==> src/rtl/tsf_pkg.sv <==
package tsf_pkg;
  // register word addresses
  localparam int ADDR_CTRL   = 'h00;  // bit0 filter on, bit1 window mode
  localparam int ADDR_LINKEN = 'h01;
  localparam int ADDR_NTURNS = 'h02;
  localparam int ADDR_CMD    = 'h03;  // bit0 start
  localparam int PMASK_BASE  = 'h10;
  localparam int AMASK_BASE  = 'h20;
  // flag bit positions on the slice
  localparam int FL_PINJ  = 3;
  localparam int FL_AINJ  = 2;
  localparam int FL_PMARK = 1;
  localparam int FL_AMARK = 0;
endpackage

==> src/rtl/tsf_regs.sv <==
module tsf_regs #(
  parameter int NLINK   = 8,
  parameter int SAMPLES = 318,
  parameter int TURN_W  = 16,
  parameter int ADDR_W  = 6
) (
  input  logic                clk,
  input  logic                rst_n,
  input  logic                wr_en,
  input  logic [ADDR_W-1:0]   wr_addr,
  input  logic [31:0]         wr_data,
  output logic                filter_en,
  output logic                window_en,
  output logic [TURN_W-1:0]   nturns,
  output logic [NLINK-1:0]    link_en,
  output logic [SAMPLES-1:0]  pmask,
  output logic [SAMPLES-1:0]  amask,
  output logic                start
);
  import tsf_pkg::*;

  assign start = wr_en && (wr_addr == ADDR_W'(ADDR_CMD)) && wr_data[0];

  always_ff @(posedge clk) begin
    if (!rst_n) begin
      filter_en <= 1'b0;
      window_en <= 1'b0;
      nturns    <= '0;
      link_en   <= '1;
    end else if (wr_en) begin
      if (wr_addr == ADDR_W'(ADDR_CTRL)) begin
        filter_en <= wr_data[0];
        window_en <= wr_data[1];
      end
      if (wr_addr == ADDR_W'(ADDR_LINKEN)) link_en <= wr_data[NLINK-1:0];
      if (wr_addr == ADDR_W'(ADDR_NTURNS)) nturns <= wr_data[TURN_W-1:0];
    end
  end

  // mask bit b lives in word b/32, lane b%32
  always_ff @(posedge clk) begin
    if (!rst_n) begin
      pmask <= '0;
      amask <= '0;
    end else begin
      for (int b = 0; b < SAMPLES; b++) begin
        if (wr_en && wr_addr == ADDR_W'(PMASK_BASE + b / 32)) pmask[b] <= wr_data[b % 32];
        if (wr_en && wr_addr == ADDR_W'(AMASK_BASE + b / 32)) amask[b] <= wr_data[b % 32];
      end
    end
  end
endmodule

==> src/rtl/tsf_counters.sv <==
module tsf_counters #(
  parameter int SAMPLES = 318,
  parameter int TURN_W  = 16,
  localparam int CW     = $clog2(SAMPLES)
) (
  input  logic              clk,
  input  logic              rst_n,
  input  logic              adv,
  input  logic              pmark,
  input  logic              amark,
  input  logic              inject,
  output logic [CW-1:0]     p_lab,
  output logic [CW-1:0]     a_lab,
  output logic [TURN_W-1:0] t_lab,
  output logic              p_last
);
  logic [CW-1:0]     pc, ac;
  logic [TURN_W-1:0] tc;
  logic              a_last;

  // marker wins over the running count, including at the wrap point
  assign p_lab  = pmark  ? '0 : pc;
  assign a_lab  = amark  ? '0 : ac;
  assign t_lab  = inject ? '0 : tc;
  assign p_last = (p_lab == CW'(SAMPLES - 1));
  assign a_last = (a_lab == CW'(SAMPLES - 1));

  always_ff @(posedge clk) begin
    if (!rst_n) begin
      pc <= '0;
      ac <= '0;
      tc <= '0;
    end else if (adv) begin
      pc <= p_last ? '0 : p_lab + CW'(1);
      ac <= a_last ? '0 : a_lab + CW'(1);
      tc <= t_lab + TURN_W'(p_last);
    end
  end


  psamp_range_chk: assert property (@(posedge clk) disable iff (!rst_n)
    int'(pc) < SAMPLES);

  asamp_range_chk: assert property (@(posedge clk) disable iff (!rst_n)
    int'(ac) < SAMPLES);

  turn_hold_chk: assert property (@(posedge clk) disable iff (!rst_n)
    !adv |=> $stable(tc));
endmodule

==> src/rtl/tsf_trigger.sv <==
module tsf_trigger #(
  parameter int TURN_W = 16
) (
  input  logic              clk,
  input  logic              rst_n,
  input  logic              window_en,
  input  logic [TURN_W-1:0] nturns,
  input  logic              start,
  input  logic              adv,
  input  logic              inject,
  input  logic              turn_end,
  output logic              capture,
  output logic              active,
  output logic              done
);
  logic [TURN_W-1:0] got, got_n;
  logic              idle_inj, inj_go, in_win, zero_n;

  assign zero_n   = (nturns == '0);
  assign idle_inj = window_en && inject && !active && !done;
  assign inj_go   = idle_inj && !zero_n;
  assign in_win   = window_en && (active || inj_go);
  assign capture  = !window_en || in_win;
  assign got_n    = (active ? got : '0) + TURN_W'(turn_end);

  always_ff @(posedge clk) begin
    if (!rst_n) begin
      active <= 1'b0;
      done   <= 1'b0;
      got    <= '0;
    end else if (start) begin
      active <= !zero_n;
      done   <= zero_n;
      got    <= '0;
    end else if (adv) begin
      if (idle_inj && zero_n) begin
        done <= 1'b1;
      end else if (in_win) begin
        got <= got_n;
        if (turn_end && got_n == nturns) begin
          active <= 1'b0;
          done   <= 1'b1;
        end else begin
          active <= 1'b1;
        end
      end
    end
  end


  win_excl_chk: assert property (@(posedge clk) disable iff (!rst_n)
    !(active && done));

  done_cause_chk: assert property (@(posedge clk) disable iff (!rst_n)
    (!adv && !start) |=> !$rose(done));
endmodule

==> src/rtl/turn_sample_filter.sv <==
module turn_sample_filter #(
  parameter int NLINK   = 8,
  parameter int LANE_W  = 16,
  parameter int SAMPLES = 318,
  parameter int TURN_W  = 16,
  parameter int ADDR_W  = 6,
  localparam int DW     = NLINK * LANE_W,
  localparam int CW     = $clog2(SAMPLES)
) (
  input  logic              clk,
  input  logic              rst_n,
  input  logic              wr_en,
  input  logic [ADDR_W-1:0] wr_addr,
  input  logic [31:0]       wr_data,
  input  logic              in_valid,
  output logic              in_ready,
  input  logic [3:0]        in_flags,
  input  logic [DW-1:0]     in_data,
  output logic              out_valid,
  input  logic              out_ready,
  output logic [DW-1:0]     out_data,
  output logic [CW-1:0]     out_psamp,
  output logic [CW-1:0]     out_asamp,
  output logic [TURN_W-1:0] out_turn,
  output logic              acq_active,
  output logic              acq_done
);
  import tsf_pkg::*;

  logic                filter_en, window_en, start;
  logic [TURN_W-1:0]   nturns;
  logic [NLINK-1:0]    link_en;
  logic [SAMPLES-1:0]  pmask, amask;
  logic                accept, inject, p_last, capture, fwd;
  logic [CW-1:0]       p_lab, a_lab;
  logic [TURN_W-1:0]   t_lab;
  logic [DW-1:0]       lanes;

  assign in_ready = !out_valid || out_ready;
  assign accept   = in_valid && in_ready;
  assign inject   = in_flags[FL_PINJ] || in_flags[FL_AINJ];

  tsf_regs #(.NLINK(NLINK), .SAMPLES(SAMPLES), .TURN_W(TURN_W), .ADDR_W(ADDR_W)) u_regs (
    .clk(clk), .rst_n(rst_n), .wr_en(wr_en), .wr_addr(wr_addr), .wr_data(wr_data),
    .filter_en(filter_en), .window_en(window_en), .nturns(nturns), .link_en(link_en),
    .pmask(pmask), .amask(amask), .start(start));

  tsf_counters #(.SAMPLES(SAMPLES), .TURN_W(TURN_W)) u_cnt (
    .clk(clk), .rst_n(rst_n), .adv(accept),
    .pmark(in_flags[FL_PMARK]), .amark(in_flags[FL_AMARK]), .inject(inject),
    .p_lab(p_lab), .a_lab(a_lab), .t_lab(t_lab), .p_last(p_last));

  tsf_trigger #(.TURN_W(TURN_W)) u_trig (
    .clk(clk), .rst_n(rst_n), .window_en(window_en), .nturns(nturns), .start(start),
    .adv(accept), .inject(inject), .turn_end(p_last),
    .capture(capture), .active(acq_active), .done(acq_done));

  assign fwd = capture && (!filter_en || pmask[p_lab] || amask[a_lab]);

  for (genvar i = 0; i < NLINK; i++) begin : g_lane
    assign lanes[i*LANE_W +: LANE_W] = link_en[i] ? in_data[i*LANE_W +: LANE_W] : '0;
  end

  always_ff @(posedge clk) begin
    if (!rst_n) begin
      out_valid <= 1'b0;
      out_data  <= '0;
      out_psamp <= '0;
      out_asamp <= '0;
      out_turn  <= '0;
    end else if (accept && fwd) begin
      out_valid <= 1'b1;
      out_data  <= lanes;
      out_psamp <= p_lab;
      out_asamp <= a_lab;
      out_turn  <= t_lab;
    end else if (out_ready) begin
      out_valid <= 1'b0;
    end
  end


  stall_hold_chk: assert property (@(posedge clk) disable iff (!rst_n)
    (out_valid && !out_ready) |=> (out_valid && $stable(out_data) && $stable(out_psamp)));

  no_take_when_full_chk: assert property (@(posedge clk) disable iff (!rst_n)
    (out_valid && !out_ready) |-> !accept);
endmodule

==> config.mk <==
export PLATFORM = sky130hd
export DESIGN_NAME = turn_sample_filter
export DESIGN_NICKNAME = d
export VERILOG_FILES = /design/src/rtl/tsf_pkg.sv /design/src/rtl/tsf_regs.sv /design/src/rtl/tsf_counters.sv /design/src/rtl/tsf_trigger.sv /design/src/rtl/turn_sample_filter.sv
export SDC_FILE = /design/constraint.sdc
export NUM_CORES = 2
export LEC_CHECK = 0
export ABC_AREA = 1
export ABC_CLOCK_PERIOD_IN_PS = 4300
export BUFFER_PORTS_ARGS = -buffer_cell sky130_fd_sc_hd__buf_2
export CAP_MARGIN = 40
export CORE_ASPECT_RATIO = 2
export CORE_MARGIN = 2
export CORE_UTILIZATION = 40
export DETAILED_ROUTE_END_ITERATION = 10
export PLACE_DENSITY = 0.59
export SLEW_MARGIN = 20
export SYNTH_ARGS = -nofsm -noshare
export SYNTH_HDL_FRONTEND = slang
export SYNTH_SLANG_ARGS = --single-unit
==> constraint.sdc <==
create_clock -name clk -period 4.3 [get_ports clk]
set_input_delay 0.645 -clock clk [delete_from_list [all_inputs] [get_ports clk]]
set_output_delay 0.645 -clock clk [all_outputs]
set_load 0.02 [all_outputs]
=== Word level (Yosys, flattened, before mapping) ===
Index checks and enable logic that the tools add are counted.

* Reductions and logical operators: 58
* Bitwise gates (word level): 2
* Multiply operators: 0
* Mux-type cells: 30
* Add/sub/neg operators: 4
* Equal/unequal tests: 27
* Shifts and indexed selects: 0
* Div/mod/pow operators: 0
* $lt $le $gt $ge: 2

{| class="wikitable"
|+ Operators by type and width
! operator !! count
|-
| 2-to-1 mux 16 bit || 10
|-
| == test 6 x 5 -> 1 bit (second input constant) || 10
|-
| == test 6 bit (second input constant) || 10
|-
| 2-to-1 mux 9 bit || 4
|-
| adder 16 x 1 -> 16 bit || 2
|-
| logical AND 1 bit || 32
|-
| less-than comparator 9 x 10 -> 1 bit (second input constant) || 2
|-
| adder 9 x 1 -> 9 bit (second input constant) || 2
|-
| binary-select mux 1 bit (select 9 bit) || 2
|-
| == test 9 bit (second input constant) || 2
|-
| == test 16 bit || 1
|-
| logical NOT 16 bit || 1
|-
| 2-to-1 mux 1 bit || 14
|-
| == test 6 x 2 -> 1 bit (second input constant) || 2
|-
| AND reduction 3 bit || 3
|-
| == test 6 x 1 -> 1 bit (second input constant) || 1
|-
| logical NOT 1 bit || 6
|-
| logical NOT 6 bit || 1
|-
| logical OR 1 bit || 6
|-
| AND reduction 2 bit || 3
|-
| nonzero test 2 bit || 3
|-
| nonzero test 3 bit || 2
|-
| != test 2 bit (second input constant) || 1
|-
| inverter 1 bit || 2
|-
| OR reduction 2 bit || 1
|}

* Memories: 0
* Memory bits (writable): 0
* Logic and storage cells: 158
* Latch bits: 0
* Memory bits (read-only): 0
* Register bits after elaboration: 877

=== Logic depth before layout (Yosys ltp) ===
* Depth after elaboration: 11
* Depth in mapped cells: 26
* Gate-level depth less buffers: 23

=== Cells and area by module ===
Synthesis repeated with hierarchy kept, for this count alone.

* Cell total of the unflattened synthesis: 6961
* Area total of the unflattened synthesis: 43870.8 sq um

{| class="wikitable"
|+ By module, submodules not included
! module !! sequential area each (sq um) !! cells each !! instances !! area each (sq um)
|-
| tsf_regs || 13252.7 || 3750 || 1 || 26116.3
|-
| turn_sample_filter || 3263.1 || 2533 || 1 || 13709.4
|-
| tsf_counters || 680.7 || 384 || 1 || 2379.8
|-
| tsf_trigger || 360.3 || 294 || 1 || 1665.3
|}

=== Worst setup path after synthesis ===
OpenSTA, ideal clock, no wires.

* Path type: input to register
* Start: input port in_flags[1]
* End: register u_trig.done
* Buffers on the path: 1
* Cell stages on the path: 20
* Setup slack: 1065 ps
* Library setup time: 70 ps
* Arrival time: 3166 ps
* Data required time: 4230 ps
* Path through: inv_2 > nand2_1 > clkbuf_1 > ha_1 > nand3_1 > nor2_1 > nand3b_1 > inv_1 > ha_1 > nand3_1 > inv_1 > nand3_1 > xnor2_1 > xor2_1 > nand4_1 > nor2_1 > nand2_1 > nand3_1 > nand3_1 > a21oi_1

* Longest elaborated chain between the ends: 7

{| class="wikitable"
|+ Ends and longest elaborated chain
! item !! RTL line !! text
|-
| from (decl) || turn_sample_filter.sv:17 || <nowiki>input logic [3:0] in_flags,</nowiki>
|-
| 2-to-1 mux 9 bit (*) || tsf_counters.sv:22 || <nowiki>assign p_lab = pmark ? '0 : pc;</nowiki>
|-
| == test 9 bit (*) || tsf_counters.sv:25 || <nowiki>assign p_last = (p_lab == CW'(SAMPLES - 1));</nowiki>
|-
| adder 16 x 1 -> 16 bit || tsf_trigger.sv:24 || <nowiki>assign got_n = (active ? got : '0) + TURN_W'(turn_end);</nowiki>
|-
| == test 16 bit || tsf_trigger.sv:40 || <nowiki>if (turn_end && got_n == nturns) begin</nowiki>
|-
| logical AND 1 bit (*) || tsf_trigger.sv:40 ||
|-
| nonzero test 3 bit (no source line) (*) || -- ||
|-
| AND reduction 3 bit (no source line) (*) || -- ||
|-
| to (signal assigned) || tsf_trigger.sv:33 || <nowiki>done <= zero_n;</nowiki>
|-
| to (decl) || tsf_trigger.sv:14 || <nowiki>output logic done</nowiki>
|}

Every way passes the cells marked *; elsewhere a longest branch is shown, timed or not.
A chain may end at the register's enable or synchronous reset.

=== Worst setup path in the final report ===
* Start: register u_cnt.ac[1]
* End: register out_asamp[2]

* Longest elaborated chain between the ends: 6

{| class="wikitable"
|+ Ends and longest elaborated chain
! item !! RTL line !! text
|-
| from (decl) || tsf_counters.sv:17 || <nowiki>logic [CW-1:0] pc, ac;</nowiki>
|-
| from (signal assigned) || tsf_counters.sv:35 || <nowiki>ac <= a_last ? '0 : a_lab + CW'(1);</nowiki>
|-
| 2-to-1 mux 9 bit || tsf_counters.sv:23 || <nowiki>assign a_lab = amark ? '0 : ac;</nowiki>
|-
| binary-select mux 1 bit (select 9 bit) || turn_sample_filter.sv:58 || <nowiki>assign fwd = capture && (!filter_en || pmask[p_lab] || amask[a_lab]);</nowiki>
|-
| 2-to-1 mux 1 bit (not written as such) || turn_sample_filter.sv:58 ||
|-
| logical OR 1 bit || turn_sample_filter.sv:58 ||
|-
| logical AND 1 bit || turn_sample_filter.sv:58 ||
|-
| logical AND 1 bit || turn_sample_filter.sv:71 || <nowiki>end else if (accept && fwd) begin</nowiki>
|-
| to (signal assigned) || turn_sample_filter.sv:75 || <nowiki>out_asamp <= a_lab;</nowiki>
|-
| to (decl) || turn_sample_filter.sv:23 || <nowiki>output logic [CW-1:0] out_asamp,</nowiki>
|}

Every way passes these cells. The select of a mux whose other input is x is not followed.

==> impl_metrics.prom <==
# TYPE chip_impl_metric gauge
chip_impl_info{name="status",value="finished clean"} 1
chip_impl_metric{name="post_synthesis_sequential_area_ratio",unit="%"} 43.8
chip_impl_metric{name="cp.required",unit="ns"} 4.88
chip_impl_info{name="worst_setup_path_end_kind",value="register"} 1
chip_impl_metric{name="share_seq_of_total_power",unit="%"} 47.7
chip_impl_info{name="worst_path_dominant_cell_family",value="simple AND/OR/NAND/NOR gates"} 1
chip_impl_metric{name="final-setup-viol-count",unit=""} 0
chip_impl_metric{name="timing.slew.headroom",unit="%"} 25.6
chip_impl_metric{name="whs",unit="ns"} 0.272
chip_impl_metric{name="wire_length_of_the_first_global_routing_pass",unit="microns"} 224000
chip_impl_metric{name="cts_max_level",unit=""} 3
chip_impl_metric{name="buffer_ports.inserted",unit=""} 340
chip_impl_metric{name="fin_crit_sh",unit="%"} 87.4
chip_impl_metric{name="synth.avg_cell_area",unit="sq um"} 6.54
chip_impl_metric{name="routed_wire_length_per_instance",unit="microns"} 19.3
chip_impl_metric{name="drc",unit=""} 0
chip_impl_metric{name="ioPinCount",unit=""} 341
chip_impl_metric{name="fp.dieArea",unit="sq mm"} 0.103
chip_impl_info{name="cp-startpoint",value="u_cnt.ac[1]"} 1
chip_impl_metric{name="finalCoreUtilization",unit="%"} 46.4
chip_impl_metric{name="clock_skew",unit="ns"} 0.0274
chip_impl_metric{name="core_area",unit="sq mm"} 0.0995
chip_impl_metric{name="rrSetupSlack",unit="ns"} 0.54
chip_impl_metric{name="multiInputGateArea",unit="sq mm"} 0.0185
chip_impl_metric{name="crit_arrival",unit="ns"} 4.33
chip_impl_metric{name="n_fill_cell",unit=""} 10300
chip_impl_metric{name="clock_latency_at_the_later_pin_of_the_worst_skew_pair",unit="ns"} 0.69
chip_impl_metric{name="instances_no_fill",unit=""} 7618
chip_impl_metric{name="total_of_max_cap_violations",unit=""} 0
chip_impl_metric{name="detail_route.vias_per_cell",unit=""} 5.26
chip_impl_metric{name="cts_hold_buffers",unit=""} 0
chip_impl_metric{name="grt_antenna_before_repair",unit=""} 6
chip_impl_metric{name="finish.net_count",unit=""} 6401
chip_impl_info{name="hold_path.startpoint",value="in_data[61]"} 1
chip_impl_metric{name="yosys_register_bits",unit=""} 877
chip_impl_metric{name="synth_fp_nets",unit=""} 6307
chip_impl_metric{name="setup-tns-final",unit="ns"} 0
chip_impl_metric{name="pwr_density_cell",unit="mW/mm^2"} 380
chip_impl_metric{name="cellLeakagePower",unit="uW"} 0.0208
chip_impl_metric{name="comb_power_share",unit="%"} 10.1
chip_impl_metric{name="dp_hpwl",unit="microns"} 94700
chip_impl_metric{name="vdd_drop_max",unit="mV"} 0.274
chip_impl_metric{name="die-height",unit="microns"} 452
chip_impl_info{name="clock_tree_from_tritoncts",value="yes"} 1
chip_impl_metric{name="gp_routability_congestion",unit=""} 0.898
chip_impl_metric{name="firstDrtPassIters",unit=""} 6
chip_impl_metric{name="dr_total_vias",unit=""} 40100
chip_impl_metric{name="globalRouteOverflowTotal",unit=""} 0
chip_impl_metric{name="clkTransAtPathRegs",unit="ns"} 0.07
chip_impl_metric{name="grt.total_usage",unit="%"} 27.8
chip_impl_metric{name="critPathMaxFanout",unit=""} 45
chip_impl_info{name="type_of_the_tightest_min_delay_check",value="in2reg"} 1
chip_impl_metric{name="share_clk_of_total_power",unit="%"} 42.1
chip_impl_metric{name="synth_area",unit="sq mm"} 0.0401
chip_impl_metric{name="worst_slew_pin_slew",unit="ns"} 1.12
chip_impl_metric{name="period_minus_slack",unit="ns"} 3.76
chip_impl_metric{name="drv_slew",unit=""} 0
chip_impl_metric{name="stdcell_area",unit="sq mm"} 0.0462
chip_impl_metric{name="die-width",unit="microns"} 228
chip_impl_metric{name="netSwitchingPower",unit="uW"} 4700
chip_impl_metric{name="report.final.hold_viol_count",unit=""} 0
chip_impl_metric{name="synth.lib_cells_used.distinct",unit=""} 38
chip_impl_metric{name="grt_start_max_net_pins",unit=""} 245
chip_impl_metric{name="drt.antenna.violating_nets",unit=""} 0
chip_impl_metric{name="achievable-frequency",unit="MHz"} 266
chip_impl_info{name="cp_cell_sequence",value="inv_1 -> nor2_4 -> buf_4 -> o21ai_0 -> o211ai_1 -> nand3_1 -> nand2_1 -> nand3_1 -> nand2_1 -> nand3_1 -> nand2_1 -> nand2_1 -> nand3_4 -> nand2_4 -> buf_12 -> nor2_1 -> nor2_1"} 1
chip_impl_metric{name="dpl.cell_count",unit=""} 7466
chip_impl_metric{name="clock_sinks",unit=""} 877
chip_impl_metric{name="post_cts_resize_count",unit=""} 0
chip_impl_metric{name="power.internal",unit="uW"} 12900
chip_impl_metric{name="initial_core_util",unit="%"} 40.3
chip_impl_metric{name="placementRows",unit=""} 164
chip_impl_metric{name="via_count_of_the_first_global_routing_pass",unit=""} 37200
chip_impl_metric{name="power_switching_share",unit="%"} 26.8
chip_impl_metric{name="drt_wl_total",unit="microns"} 147000
chip_impl_metric{name="post-cts-setup-buffer-count",unit=""} 0
chip_impl_info{name="critPathLaunchType",value="register"} 1
chip_impl_metric{name="synth-warning-count",unit=""} 0
chip_impl_info{name="rsz0062_at_grt",value="no"} 1
chip_impl_metric{name="slowest_delay",unit="ns"} 0.45
chip_impl_metric{name="cts.path.max_buffers",unit=""} 3
chip_impl_metric{name="cts_inserted_buffers",unit=""} 80
chip_impl_info{name="critical_path_class",value="reg2reg"} 1
chip_impl_metric{name="sequential_cell_area",unit="sq mm"} 0.0176
chip_impl_metric{name="syn_to_final_growth",unit="%"} 15.3
chip_impl_info{name="worst_r2r_startpoint",value="u_cnt.ac[1]"} 1
chip_impl_info{name="timing.critical_path.mode_cell",value="sky130_fd_sc_hd__nand2_1"} 1
chip_impl_metric{name="postPlaceCellArea",unit="sq mm"} 0.0435
chip_impl_info{name="cp_slowest_cell",value="sky130_fd_sc_hd__dfxtp_1"} 1
chip_impl_info{name="ctsRootBufferMaster",value="sky130_fd_sc_hd__clkbuf_16"} 1
chip_impl_metric{name="layout-drive-gt1-share",unit="%"} 10.5
chip_impl_metric{name="drt-initial-drc-count",unit=""} 3542
chip_impl_metric{name="syn-instance-count",unit=""} 6126
chip_impl_metric{name="critical_path_buf_inv_count",unit=""} 3
[power groups by stage]
stage	clock [uW]	combinational, uW	sequential, uW
global placement	0	1700	8560
global route	7820	1930	8390
detailed placement	0	1770	8560
floorplan	0	882	8700
finish	7400	1780	8380
CTS	7540	1780	8380
[layout by cell type, fill, tap and decap left out, types with 11 or more instances in the layout]
master and instances:
sky130_fd_sc_hd__o211ai_1 20, sky130_fd_sc_hd__a21oi_1 490, sky130_fd_sc_hd__nand2_1 1076, sky130_fd_sc_hd__buf_4 101, sky130_fd_sc_hd__or2_2 11, sky130_fd_sc_hd__clkbuf_8 23, sky130_fd_sc_hd__nor2_1 1168, sky130_fd_sc_hd__clkbuf_1 23
sky130_fd_sc_hd__clkbuf_16 81, sky130_fd_sc_hd__dfxtp_1 877, sky130_fd_sc_hd__o21ai_0 815, sky130_fd_sc_hd__nand3_1 512, sky130_fd_sc_hd__buf_2 339, sky130_fd_sc_hd__buf_12 45, sky130_fd_sc_hd__nor3_1 25, sky130_fd_sc_hd__inv_1 550
[cell families after synthesis]
logic type | after synthesis | synth area share, %
simple gates | 2829 | 28.5
fa+ha+maj | 6 | 0.187
compound gates | 1350 | 17.1
flops | 877 | 43.8
xor+xnor | 13 | 0.284
buf+inv | 1051 | 10.2
[registers in the layout (all words and copies together) (netlist names), 16 cells and up]
name,flops
out_data,128
u_regs.nturns,16
u_regs.amask,318
u_cnt.tc,16
u_trig.got,16
u_regs.pmask,318
out_turn,16
[layout make-up]
cell class | instances | share of cell area [%]
flip-flops and latches | 877 | 38.0
multi-input cells | 4198 | 40.1
clock buffers | 127 | 5.26
diodes | 3 | 0.0162
repair buffers | 498 | 7.95
clock inverters | 22 | 0.485
well taps | 1328 | 3.60
inverters | 565 | 4.59
[stage by stage]
stage,power (uW),setup slack [ns]
2_1_floorplan,9590,1.06
3_3_place_gp,10300,0.108
6_report,17600,0.542
5_1_grt,18100,0.418
3_5_place_dp,10300,0.129
4_1_cts,17700,0.523
[worst min-delay path, delay by kind of cell]
family / cells / cell delay (ns)
AND/OR/NAND/NOR: 3 / 0.16
buffers and inverters: 2 / 0.12
[worst paths after layout]
kind / end / cells past startpoint
setup / recovery: out_asamp[2] / 17
hold / removal: out_data[61] / 5
setup reg to reg: out_asamp[2] / 17
hold reg to reg: u_regs.amask[117] / 2
[per-layer routing]
| metal | GRT usage (%) | part of all wire (%) |
|---|---|---|
| met1 | 31.2 | 38 |
| met5 | 0 | 0.0095 |
| met4 | 17.1 | 6.6 |
| met3 | 4.12 | 6.0 |
| met2 | 49.4 | 50 |
[synth_stat cells]
master | n | area share, %
sky130_fd_sc_hd__a2bb2oi_1 | 1 | 0.022
sky130_fd_sc_hd__buf_4 | 4 | 0.075
sky130_fd_sc_hd__buf_2 | 82 | 1.0
sky130_fd_sc_hd__nor3_1 | 25 | 0.31
sky130_fd_sc_hd__o211ai_1 | 20 | 0.37
sky130_fd_sc_hd__nand4_1 | 10 | 0.16
sky130_fd_sc_hd__nand3_1 | 512 | 6.4
sky130_fd_sc_hd__nand2_2 | 1 | 0.016
sky130_fd_sc_hd__nor2_2 | 2 | 0.031
sky130_fd_sc_hd__o22ai_1 | 3 | 0.047
sky130_fd_sc_hd__o2111ai_1 | 1 | 0.022
sky130_fd_sc_hd__buf_6 | 1 | 0.028
sky130_fd_sc_hd__xnor2_1 | 4 | 0.087
sky130_fd_sc_hd__nor2_1 | 1172 | 11
sky130_fd_sc_hd__o21ai_1 | 3 | 0.037
sky130_fd_sc_hd__or2_2 | 11 | 0.17
sky130_fd_sc_hd__o21bai_1 | 1 | 0.019
sky130_fd_sc_hd__clkbuf_1 | 364 | 3.4
sky130_fd_sc_hd__a311oi_1 | 1 | 0.022
sky130_fd_sc_hd__ha_1 | 6 | 0.19
sky130_fd_sc_hd__nor4_1 | 5 | 0.078
sky130_fd_sc_hd__a21boi_0 | 1 | 0.019
sky130_fd_sc_hd__clkinv_1 | 7 | 0.066
sky130_fd_sc_hd__buf_1 | 35 | 0.33
sky130_fd_sc_hd__dfxtp_1 | 877 | 44
sky130_fd_sc_hd__inv_2 | 6 | 0.056
sky130_fd_sc_hd__inv_1 | 552 | 5.2
sky130_fd_sc_hd__a31oi_1 | 4 | 0.062
sky130_fd_sc_hd__nand2_1 | 1081 | 10
sky130_fd_sc_hd__xor2_1 | 9 | 0.20
sky130_fd_sc_hd__a32oi_1 | 1 | 0.022
sky130_fd_sc_hd__a22oi_1 | 8 | 0.15
sky130_fd_sc_hd__o21ai_0 | 815 | 10
sky130_fd_sc_hd__and2_0 | 1 | 0.016
sky130_fd_sc_hd__a21oi_1 | 491 | 6.1
sky130_fd_sc_hd__nand3_2 | 1 | 0.025
sky130_fd_sc_hd__nor3b_1 | 2 | 0.037
sky130_fd_sc_hd__nand3b_1 | 6 | 0.11
(Power assumes the default switching activity.)
